[config.mk]
export PLATFORM = sky130hd
export DESIGN_NAME = sr_sequencer
export DESIGN_NICKNAME = d
export VERILOG_FILES = /design/src/rtl/sr_pkg.sv /design/src/rtl/sr_dn_counter.sv /design/src/rtl/sr_fsm.sv /design/src/rtl/sr_sequencer.sv
export SDC_FILE = /design/constraint.sdc
export NUM_CORES = 1
export LEC_CHECK = 0
export BUFFER_PORTS_ARGS = -buffer_cell sky130_fd_sc_hd__buf_2
export CAP_MARGIN = 20
export CORE_UTILIZATION = 50
export DETAILED_ROUTE_END_ITERATION = 12
export PLACE_DENSITY = 0.76
export SYNTH_ARGS = -nofsm -noshare
export SYNTH_HDL_FRONTEND = slang
export SYNTH_HIERARCHICAL = 1
export SYNTH_SLANG_ARGS = --single-unit
[constraint.sdc]
create_clock -name clk_i -period 2.29 [get_ports clk_i]
set_input_delay 0.1145 -clock clk_i [delete_from_list [all_inputs] [get_ports clk_i]]
set_output_delay 0.1145 -clock clk_i [all_outputs]
set_load 0.02 [all_outputs]
[src/rtl/sr_pkg.sv]
package sr_pkg;
  typedef enum logic [1:0] {
    CMD_NOP  = 2'd0,
    CMD_AREF = 2'd1,
    CMD_SRE  = 2'd2
  } sr_cmd_e;

  typedef enum logic [1:0] {
    ST_ACTIVE = 2'd0,
    ST_ODTOFF = 2'd1,
    ST_ENTER  = 2'd2,
    ST_SREF   = 2'd3
  } sr_state_e;

  function automatic int max3(int a, int b, int c);
    int m;
    m = (a > b) ? a : b;
    return (m > c) ? m : c;
  endfunction
endpackage

[src/rtl/sr_dn_counter.sv]
module sr_dn_counter #(
  parameter int W = 4
) (
  input  logic         clk_i,
  input  logic         rst_ni,
  input  logic         load_i,
  input  logic [W-1:0] load_val_i,
  output logic         zero_o
);
  logic [W-1:0] cnt_q;

  always_ff @(posedge clk_i or negedge rst_ni) begin
    if (!rst_ni)            cnt_q <= '0;
    else if (load_i)        cnt_q <= load_val_i;
    else if (cnt_q != '0)   cnt_q <= cnt_q - 1'b1;
  end

  assign zero_o = (cnt_q == '0);
endmodule

[src/rtl/sr_fsm.sv]
module sr_fsm
  import sr_pkg::*;
(
  input  logic       clk_i,
  input  logic       rst_ni,
  input  logic       sr_enter_i,
  input  logic       sr_exit_i,
  input  logic       banks_idle_i,
  input  logic       clk_stable_i,
  input  logic       odt_req_i,
  input  logic       aofd_zero_i,
  input  logic       xsnr_zero_i,
  input  logic       xsrd_zero_i,
  output logic       aofd_load_o,
  output logic       exit_load_o,
  output logic       cke_o,
  output logic       odt_o,
  output logic [1:0] cmd_o,
  output logic       ready_o,
  output logic       rd_ready_o
);
  sr_state_e st_q, st_d;
  logic enter_pend_q, exit_pend_q, owed_q;
  logic act, go, rise, aref;

  assign act  = (st_q == ST_ACTIVE);
  assign aref = act && owed_q && xsnr_zero_i;
  assign go   = act && enter_pend_q && banks_idle_i && !owed_q && xsrd_zero_i;
  assign rise = (st_q == ST_SREF) && exit_pend_q && clk_stable_i;

  always_comb begin
    st_d = st_q;
    unique case (st_q)
      ST_ACTIVE: if (go) st_d = ST_ODTOFF;
      ST_ODTOFF: if (aofd_zero_i) st_d = ST_ENTER;
      ST_ENTER:  st_d = ST_SREF;
      ST_SREF:   if (rise) st_d = ST_ACTIVE;
      default:   st_d = ST_ACTIVE;
    endcase
  end

  always_ff @(posedge clk_i or negedge rst_ni) begin
    if (!rst_ni) begin
      st_q         <= ST_ACTIVE;
      enter_pend_q <= 1'b0;
      exit_pend_q  <= 1'b0;
      owed_q       <= 1'b0;
    end else begin
      st_q         <= st_d;
      // a request seen in the entry cycle stays pending for a later entry
      enter_pend_q <= (enter_pend_q && (st_q != ST_ENTER)) || sr_enter_i;
      exit_pend_q  <= (exit_pend_q || (sr_exit_i && (st_q == ST_SREF))) && !rise;
      if (rise)      owed_q <= 1'b1;
      else if (aref) owed_q <= 1'b0;
    end
  end

  assign aofd_load_o = go;
  assign exit_load_o = rise;
  assign cke_o       = act || (st_q == ST_ODTOFF);
  assign odt_o       = odt_req_i && act && xsrd_zero_i;
  assign ready_o     = act && xsnr_zero_i && !owed_q;
  assign rd_ready_o  = act && xsrd_zero_i && !owed_q;

  always_comb begin
    if (st_q == ST_ENTER) cmd_o = CMD_SRE;
    else if (aref)        cmd_o = CMD_AREF;
    else                  cmd_o = CMD_NOP;
  end
endmodule

[src/rtl/sr_sequencer.sv]
module sr_sequencer
  import sr_pkg::*;
#(
  parameter int T_AOFD = 3,
  parameter int T_XSNR = 8,
  parameter int T_XSRD = 20
) (
  input  logic       clk_i,
  input  logic       rst_ni,
  input  logic       sr_enter_i,
  input  logic       sr_exit_i,
  input  logic       banks_idle_i,
  input  logic       clk_stable_i,
  input  logic       odt_req_i,
  output logic       cke_o,
  output logic       odt_o,
  output logic [1:0] cmd_o,
  output logic       ready_o,
  output logic       rd_ready_o
);
  localparam int CW = $clog2(max3(T_AOFD, T_XSNR, T_XSRD) + 1);
  localparam int EXIT_T [2] = '{T_XSNR, T_XSRD};

  logic aofd_load, exit_load, aofd_zero;
  logic [1:0] exit_zero;

  sr_dn_counter #(.W(CW)) u_aofd (
    .clk_i      (clk_i),
    .rst_ni     (rst_ni),
    .load_i     (aofd_load),
    .load_val_i (CW'(T_AOFD - 1)),
    .zero_o     (aofd_zero)
  );

  // index 0: non-read exit timer, index 1: read exit timer
  for (genvar g = 0; g < 2; g++) begin : g_exit_tmr
    sr_dn_counter #(.W(CW)) u_tmr (
      .clk_i      (clk_i),
      .rst_ni     (rst_ni),
      .load_i     (exit_load),
      .load_val_i (CW'(EXIT_T[g])),
      .zero_o     (exit_zero[g])
    );
  end

  sr_fsm u_fsm (
    .clk_i        (clk_i),
    .rst_ni       (rst_ni),
    .sr_enter_i   (sr_enter_i),
    .sr_exit_i    (sr_exit_i),
    .banks_idle_i (banks_idle_i),
    .clk_stable_i (clk_stable_i),
    .odt_req_i    (odt_req_i),
    .aofd_zero_i  (aofd_zero),
    .xsnr_zero_i  (exit_zero[0]),
    .xsrd_zero_i  (exit_zero[1]),
    .aofd_load_o  (aofd_load),
    .exit_load_o  (exit_load),
    .cke_o        (cke_o),
    .odt_o        (odt_o),
    .cmd_o        (cmd_o),
    .ready_o      (ready_o),
    .rd_ready_o   (rd_ready_o)
  );
endmodule

==> results of run 1 <==
## sequential cells by signal (all words and copies together), names as in the netlist
| name | flops |
|---|---|
| u_fsm/owed_q | 1 |
| u_fsm/exit_pend_q | 1 |
| g_exit_tmr.u_tmr/cnt_q | 10 |
| u_fsm/st_q | 2 |
| u_aofd/cnt_q | 5 |
| u_fsm/enter_pend_q | 1 |
## cell usage after synthesis (all sizes together)
cell,number
nor3b,1
nand4b,1
clkbuf,3
nor2,3
mux2i,1
ha,8
conb,2
a21o,2
mux2,4
or2,1
inv,13
dfrtp,20
nand2,21
and3,3
o21ai,10
xnor2,9
o31ai,9
nor3,3
a222oi,1
nor4b,3
## through the flow
stage	hold WS, ns	total power, uW	setup slack [ns]	util, %
5_1_grt	0.0570	2120	0.00801	63.1
4_1_cts	0.0422	1950	0.192	63.1
2_1_floorplan	-0.181	1440	0.183	-
6_report	0.0523	1930	0.224	63.1
3_5_place_dp	0.0985	1650	0.319	59.8
3_3_place_gp	0.0935	1590	0.364	59.8
## path summary, 6_finish.rpt
kind | slack [ns] | cells past startpoint | from | endpoint
worst max-delay path | 0.22 | 6 | g_exit_tmr[0].u_tmr/cnt_q[0]$_DFFE_PN0P_ | cmd_o[0]
worst min-delay path | 0.05 | 3 | sr_exit_i | u_fsm/exit_pend_q$_DFF_PN0_
worst max register to register | 0.25 | 6 | g_exit_tmr[1].u_tmr/cnt_q[0]$_DFFE_PN0P_ | u_fsm/st_q[1]$_DFFE_PN0P_
worst min register to register | 0.51 | 1 | u_fsm/exit_pend_q$_DFF_PN0_ | u_fsm/exit_pend_q$_DFF_PN0_
max in group asynchronous | 1.71 | 2 | rst_ni | u_aofd/cnt_q[0]$_DFFE_PN0P_
min in group asynchronous | 0.27 | 2 | rst_ni | g_exit_tmr[0].u_tmr/cnt_q[4]$_DFFE_PN0P_
## critical path, stage by stage, from the launching register on
cell and delay [ns]:
dfrtp_1 0.40, inv_1 0.10, ha_1 0.23, nor4b_4 0.39, nand2_1 0.15, nor3b_1 0.19
buf_2 0.19
## area by class of cell
cell class,count,area (um^2)
repair buffers,16,95.1
fillers,201,817
flip-flops and latches,20,500
well taps,28,35.0
multi-input cells,95,663
clock inverters,1,30.0
inverters,13,48.8
clock buffers,3,22.5
## cell families (layout without fill, tap and decap cells)
kind of cell / count (synthesis) / count (layout) / synth area share [%]
buffers and inverters: 16 / 33 / 5.11
other: 2 / 15 / 0.639
adder cells (fa/ha/maj): 8 / 8 / 8.52
XOR/XNOR: 9 / 9 / 6.71
AND/OR/NAND/NOR: 36 / 36 / 18.5
flip-flops: 20 / 20 / 42.6
AO/OA/AOI/OAI: 22 / 22 / 13.2
multiplexers: 5 / 5 / 4.69
## routing by layer
| layer | up-vias | routed length, um |
|---|---|---|
| met3 | 2 | 62 |
| met4 | 0 | 25 |
| met1 | 405 | 910 |
| met2 | 12 | 1080 |
| li1 | 442 | - |
| met5 | - | 0 |
## power breakdown
part	internal (uW)	switching [uW]	total, uW
sequential	535	184	718
combinational	478	445	923
clock	177	113	290
==> flow_summary.toml, run 1 <==
[route]
drt_pre_antenna_iters = 4
dr_vias = 861
drt_iter0_markers = 24
drt_wl_total_mm = 2.08
wire_per_inst_um = 11.8
drc_violation_count_after_routing = 0
via_per_inst = 4.89
antenna_left = 0

[finish]
stdcell_count = 176
post_route_cells_drive_above_1_share_pct = 19.6
final_cell_area_um2 = 1400
n_antenna_cell = 0
layout_common_cells = "21 x nand2_1, 20 x dfrtp_1, 15 x conb_1, 13 x inv_1, 12 x buf_2"
finish.net_count = 164
final_common_cell = "nand2_1"
area_delta_synth_final_pct = 18.7

[clock_tree]
tritoncts = "yes"
later_pin_clock_latency_in_the_skew_report_ns = 0.30
total_cts_buffers = 3
cts_root_buf = "clkbuf_4"
clk_transition_reported_paths_ns = 0.12
cts-hold-fix-buffers = 2
cts_max_level = 1
ctsLongestPathBuffers = 2
cts_setup_buffers = 0
post_cts_resized = 0
cts.sink_count = 20

[logic_synthesis]
syn_area_um2 = 1170
sequential_fraction_of_the_synthesis_area_pct = 42.6
synthTopCellsByArea = "dfrtp_1 43%, ha_1 8.5%, nand2_1 6.7%, xnor2_1 6.7%, nor4b_4 6.1%"
synthCells = 118
ys_ff_latch = 20
synth.distinct_cells = 24
post-synth-top-area-cell = "dfrtp_1"
syn-mean-instance-area_um2 = 9.96
synth_top_cell_area_share_pct = 42.6
ys.warnings.count = 6

[global_route]
met1_usage_pct = 24.8
groute.usage.overall_pct = 20.9
grt_pass1_wl_mm = 3.92
pin_count_of_the_biggest_net_entering_global_routing = 22
global_route_congestion_overflow_total = 0
use_met3_pct = 2.73
grt_most_used_layer = "met2"
first_global_vias = 900
use_met2_pct = 36.4
initial_antenna_violation_count = 0

[timing]
maxClockFrequency_mhz = 484
finalCritPeriodShare_pct = 90.2
setup_viol_count_final = 0
final.setup.tns_ns = 0
final_period_minus_worst_setup_slack_ns = 2.07
tightest_slew_ns = 0.703
max_slew_margin_pct = 53.2
pins_over_slew_limit = 0
finalHoldViolCount = 0
worst_clock_skew_ns = 0.00793
rsz_0062_raised_after_global_routing = "no"

[power_and_ir_drop]
cellLeakagePower_uw = 0.000652
pwr_density_cell_nw_per_um2 = 1380
ir_drop_worst_case_vdd_mv = 0.853

[placement]
numPlacedInstances = 170
placed_cell_area_um2 = 1320
detailed_place_hpwl_mm = 1.52
portBuffers = 12
gpl.final_weighted_congestion = 0.721

[die]
die_height_um = 50.5
io_pins = 13
die_area_um2 = 2550
floorplan.die.width_um = 50.5
placeableCoreArea_um2 = 2210
row_count = 17
initial_core_util_pct = 53.1

[critical_path]
cp-end-kind = "output port"
path_max_fanout = 5
critical_path_required_ns = 2.18
cp_data_arrival_time_ns = 1.95
criticalPathCategory = "flop to output port"
timing.critical_path.from_type = "flop"

[job]
maxCapViolCount = 0

[min_path]
min-delay-path-class = "input port to flop"

[status]
run_status = "finished, final reports clean"
(Power assumes the default switching activity.)
==> inputs of run 2 (changes only) <==
CORE_ASPECT_RATIO = 2   (was default)
CORE_UTILIZATION = 40   (was 50)
PLACE_DENSITY = 0.66   (was 0.76)
clock period = 1.7 ns   (was 2.29 ns; I/O delays follow)
==> run 2 against run 1 <==
Compared with the run above:
- via count increased by 16%
- sequential share of layout area decreased by 7.8 points
- cell area increased by 28%
- clock power increased by 67%
- die area increased by 24%
- count of clock-buffer cells in the layout unchanged
- global-route usage decreased by 2.7 points
- register-to-register slack got worse by 0.41 ns
- total power increased by 78%
- the run now ends with setup timing left
- sequential power increased by 32%
==> flow_summary.toml, run 2 (synthesis results as in run 1) <==
[die]
placeableCoreArea_um2 = 2770
io_pins = 13
die_height_um = 78.6
initial_core_util_pct = 42.4
floorplan.die.width_um = 40.3
row_count = 27
die_area_um2 = 3170

[route]
wire_per_inst_um = 13.1
antenna_left = 0
drt_wl_total_mm = 2.74
drt_iter0_markers = 14
via_per_inst = 4.82
drc_violation_count_after_routing = 0
dr_vias = 1003
drt_pre_antenna_iters = 4

[finish]
layout_common_cells = "29 x buf_4, 20 x dfrtp_1, 18 x nand2_1, 15 x conb_1"
max_flop_register = "g_exit_tmr.u_tmr/cnt_q"
final_common_cell = "buf_4"
final_cell_area_um2 = 1780
n_antenna_cell = 0
largest_register_ffs = 10
finish.net_count = 195
utilization_pct = 64.3
nFillCells = 231
post_route_cells_drive_above_1_share_pct = 44.1
biggest_registers_after_layout = "g_exit_tmr.u_tmr/cnt_q: 10 flops, u_aofd/cnt_q: 5 flops, u_fsm/st_q: 2 flops"
area_delta_synth_final_pct = 51.5

[global_route]
first_global_vias = 1025
grt_pass1_wl_mm = 4.04
initial_antenna_violation_count = 0
global_route_congestion_overflow_total = 0
pin_count_of_the_biggest_net_entering_global_routing = 22
groute.usage.overall_pct = 18.2

[placement]
detailed_place_hpwl_mm = 1.94
portBuffers = 12
placed_cell_area_um2 = 1480
gpl.final_weighted_congestion = 0.704

[timing]
worst_clock_skew_ns = 0.00369
setup_viol_count_final = 5
final_period_minus_worst_setup_slack_ns = 1.86
rsz_0062_raised_after_global_routing = "yes"
pins_over_slew_limit = 0
finalHoldViolCount = 0
finalCritPeriodShare_pct = 109
worst_slack_ns = -0.156
maxClockFrequency_mhz = 539

[clock_tree]
total_cts_buffers = 3
cts_max_level = 1
cts.sink_count = 20
later_pin_clock_latency_in_the_skew_report_ns = 0.26
tritoncts = "yes"
clk_transition_reported_paths_ns = 0.08
cts_root_buf = "clkbuf_8"
ctsLongestPathBuffers = 2

[critical_path]
path_max_fanout = 2
rr_endpoint = "u_fsm/st_q[1]$_DFFE_PN0P_"
cp-end-kind = "flop"
timing.critical_path.slowest_stage_cell = "dfrtp_1"
criticalPathCategory = "flop to flop"
crit_chain = "inv_2 -> ha_4 -> nor4b_4 -> nand4b_1 -> a222oi_1 -> buf_4 -> mux2_4"
endpoint = "u_fsm/st_q[1]$_DFFE_PN0P_"
timing.reg2reg.worst_path_depth = 7
critical_path.max_stage_delay_ns = 0.40
worst-path-buf-inv = 2
critical_path_required_ns = 1.85
startpoint = "g_exit_tmr[1].u_tmr/cnt_q[1]$_DFFE_PN0P_"
timing.critical_path.from_type = "flop"
cp_data_arrival_time_ns = 2.00
critical-path-top-delay-family = "flip-flops"
crit_cells = 7
regToRegStartpoint = "g_exit_tmr[1].u_tmr/cnt_q[1]$_DFFE_PN0P_"
ff2ff_setup_slack_ns = -0.16

[power_and_ir_drop]
pwr_density_cell_nw_per_um2 = 1930
cellLeakagePower_uw = 0.000844
ir_drop_worst_case_vdd_mv = 0.983

[status]
run_status = "complete, but fails checks"
violations = "setup timing"

[job]
maxCapViolCount = 0

[min_path]
min-delay-path-class = "input port to flop"
## run 2: per-layer routing
layer  vias to the layer above  share of wire [%]  global-route usage (%)
met1                       488                 33                    15.9
met2                         9                 64                    36.0
met3                         2                1.8                    1.98
li1                        504                  -                       -
met4                         0               0.77                    7.00
met5                         -                  0                       0
## run 2: metrics by stage
stage	std cells	worst slack, ns	hold WS [ns]	TNS, ns	total power [uW]
3_5_place_dp	189	-0.163	0.0630	-0.258	2550
5_1_grt	208	-0.292	0.0959	-1.32	3690
6_report	208	-0.156	0.0797	-0.274	3430
3_3_place_gp	189	-0.130	0.0617	-0.130	2450
2_1_floorplan	131	-0.240	-0.211	-0.595	1980
4_1_cts	204	-0.171	0.0771	-0.304	3270
## run 2: how the worst min path moves through the flow
stage	start	cells after the start	endpoint	slack [ns]
after CTS	sr_exit_i	3	u_fsm/exit_pend_q$_DFF_PN0_	0.08
after global routing	sr_exit_i	3	u_fsm/exit_pend_q$_DFF_PN0_	0.1
after floorplan	rst_ni	0	g_exit_tmr[0].u_tmr/cnt_q[0]$_DFFE_PN0P_	-0.21
final	sr_exit_i	3	u_fsm/exit_pend_q$_DFF_PN0_	0.08
after global placement	rst_ni	1	g_exit_tmr[1].u_tmr/cnt_q[3]$_DFFE_PN0P_	0.06
after detailed placement	rst_ni	1	g_exit_tmr[1].u_tmr/cnt_q[3]$_DFFE_PN0P_	0.06
## run 2: power breakdown
group / switching [uW] / internal, uW / total (uW)
registers: 223 / 722 / 946
logic: 861 / 1140 / 2000
clock network: 169 / 314 / 484
## run 2: cell type report
class,instances,area (um^2),area share [%]
Clock buffer,3,41.3,2.32
Clock inverter,1,30.0,1.69
Inverter,13,48.8,2.74
Multi-Input combinational cell,95,756,42.4
Sequential cell,20,500,28.1
Tap cell,29,36.3,2.04
Timing Repair Buffer,47,368,20.7
## run 2: worst register-to-register path: stages, from the launching register on
cell      delay (ns)
dfrtp_1         0.40
inv_2           0.09
ha_4            0.13
nor4b_4         0.20
nand4b_1        0.14
a222oi_1        0.33
buf_4           0.18
mux2_4          0.29
## run 2: what timing repair did
item                                    CTS  global route
setup buffers                             9             4
endpoints found under the setup margin    9            11
gates cloned                              0             0
gates resized for setup                  11            21
pin swaps                                 6            10
hold buffers                              2             0
endpoints found under the hold margin    21             0
==> inputs of run 3 (changes only) <==
CELL_PAD_IN_SITES_DETAIL_PLACEMENT = 1   (was default)
CELL_PAD_IN_SITES_GLOBAL_PLACEMENT = 1   (was default)
PLACE_DENSITY = 0.8   (was 0.66)
==> run 3 against run 2 <==
Compared with the run above:
- the flow still finishes with violations (setup timing)
- flip-flop and latch count unchanged
- via count grew 6.7%
- setup slack got worse by 0.14 ns
- clock skew up 0.0016 ns
- non-clock buffer count decreased by 3
- total power shrank 4.8%
- clock power decreased by 37%
- register-to-register slack lost 0.14 ns
- die area unchanged
- fmax fell by 7.2%
- critical path depth stayed put
- worst hold slack got worse by 0.042 ns
- critical endpoint unchanged
==> flow_summary.toml, run 3 (synthesis results as in run 1) <==
[finish]
n_antenna_cell = 0
nFillCells = 327
area_delta_synth_final_pct = 44.9
layout_common_cells = "28 x buf_4, 20 x dfrtp_1, 18 x nand2_1, 15 x conb_1, 10 x inv_1"
finish.net_count = 192
final_common_cell = "buf_4"
largest_register_ffs = 10
stdcell_count = 204
max_flop_register = "g_exit_tmr.u_tmr/cnt_q"
biggest_registers_after_layout = "g_exit_tmr.u_tmr/cnt_q: 10 flops, u_aofd/cnt_q: 5 flops, u_fsm/st_q: 2 flops"
post_route_cells_drive_above_1_share_pct = 42.3

[timing]
worst_slack_ns = -0.300
setup_viol_count_final = 6
final_period_minus_worst_setup_slack_ns = 2.00
hold-worst-slack_ns = 0.0378
rsz_0062_raised_after_global_routing = "yes"
finalHoldViolCount = 0
maxClockFrequency_mhz = 500
worst_clock_skew_ns = 0.00531
pins_over_slew_limit = 0
finalCritPeriodShare_pct = 118

[clock_tree]
total_cts_buffers = 3
tritoncts = "yes"
cts_root_buf = "clkbuf_8"
cts.sink_count = 20
cts_max_level = 1
clk_transition_reported_paths_ns = 0.07
later_pin_clock_latency_in_the_skew_report_ns = 0.25
ctsLongestPathBuffers = 2

[power_and_ir_drop]
cellLeakagePower_uw = 0.000825
ir_drop_worst_case_vdd_mv = 0.924
pwr_density_cell_nw_per_um2 = 1920

[global_route]
groute.usage.overall_pct = 26.4
global_route_congestion_overflow_total = 0
first_global_vias = 1196
grt_pass1_wl_mm = 5.59
initial_antenna_violation_count = 0
pin_count_of_the_biggest_net_entering_global_routing = 22

[placement]
gpl.final_weighted_congestion = 0.713
portBuffers = 12
numPlacedInstances = 189
post-place-ws_ns = -0.197
detailed_place_hpwl_mm = 2.35

[job]
maxCapViolCount = 0

[route]
wire_per_inst_um = 18.2
antenna_left = 0
dr_vias = 1070
drt_pre_antenna_iters = 4
drt_iter0_markers = 33
via_per_inst = 5.25
drt_wl_total_mm = 3.70
drc_violation_count_after_routing = 0

[critical_path]
crit_chain = "inv_2 -> ha_4 -> nor4b_4 -> nand4b_1 -> a222oi_1 -> buf_4 -> mux2_4"
cp_data_arrival_time_ns = 2.14
critical_path.max_stage_delay_ns = 0.41
path_max_fanout = 2
criticalPathCategory = "flop to flop"
timing.critical_path.from_type = "flop"
critical_path_required_ns = 1.84
cp-end-kind = "flop"
timing.critical_path.slowest_stage_cell = "a222oi_1"

[die]
io_pins = 13
die_height_um = 78.6
floorplan.die.width_um = 40.3
die_area_um2 = 3170
initial_core_util_pct = 42.4
row_count = 27
placeableCoreArea_um2 = 2770

[min_path]
min-delay-path-class = "input port to flop"

[status]
violations = "setup timing"
run_status = "complete, but fails checks"
## run 3: cell types whose count changed in the layout (fill, tap and decap cells not counted), sizes merged
cell,before,now
bufinv,1,0
dlygate4sd3,2,1
buf,45,43
## run 3: final cells by class
type                       count  area, um^2  share of cell area, %
clock buffer                   3        41.3                   2.42
inverter                      13        48.8                   2.87
multi-input combinational     95         743                   43.6
sequential                    20         500                   29.4
tap                           29        36.3                   2.13
timing repair buffer          44         333                   19.5
## run 3: through the flow
step                      total power, uW  setup TNS (ns)  util (%)  area [um^2]
final                                3270          -0.803      61.5         1700
after global routing                 3500           -1.82      61.5         1700
after CTS                            3160          -0.585      60.3         1670
after detailed placement             2620          -0.462      53.4         1480
after global placement               2450          -0.135      53.4         1480
after floorplan                      1980          -0.595         -         1250
## run 3: worst max-delay path, delay by kind of cell (launching register included)
family                   cells  cell delay [ns]
flip-flops                   1             0.39
AND/OR/NAND/NOR              2             0.38
multiplexers                 1             0.29
AO/OA/AOI/OAI                1             0.41
buffers and inverters        2             0.27
adder cells (fa/ha/maj)      1             0.13
## run 3: path summary, 6_finish.rpt
path | startpoint | to | slack [ns] | cells after the start
worst min-delay path | sr_enter_i | u_fsm/enter_pend_q$_DFF_PN0_ | 0.04 | 2
worst min register to register | u_fsm/exit_pend_q$_DFF_PN0_ | u_fsm/exit_pend_q$_DFF_PN0_ | 0.53 | 1
worst max register to register | g_exit_tmr[1].u_tmr/cnt_q[1]$_DFFE_PN0P_ | u_fsm/st_q[1]$_DFFE_PN0P_ | -0.30 | 7
min in group asynchronous | rst_ni | u_aofd/cnt_q[0]$_DFFE_PN0P_ | 0.31 | 2
max in group asynchronous | rst_ni | u_fsm/st_q[0]$_DFFE_PN0P_ | 1.06 | 2
worst max-delay path | g_exit_tmr[1].u_tmr/cnt_q[1]$_DFFE_PN0P_ | u_fsm/st_q[1]$_DFFE_PN0P_ | -0.30 | 7
## run 3: power by group
group / internal (uW) / leakage [uW] / switching, uW
Combinational: 1070 / 0.000562 / 926
Clock: 158 / 0.0000216 / 146
Sequential: 723 / 0.000241 / 244
## run 3: timing repair
action                                  4_1_cts  5_1_grt
pin swaps                                     6        7
hold buffers                                  1        0
endpoints found under the setup margin       11       15
gates resized for setup                      23        4
cloned                                        0        0
endpoints found under the hold margin        20        0
setup buffers                                 8        5
## run 3: per-layer routing
metal	global-route usage, %	up-vias	routed length (um)
li1	-	496	-
met1	22.7	535	1110
met2	51.1	24	2340
met3	2.82	15	80
met4	13.0	0	172
met5	0	-	0
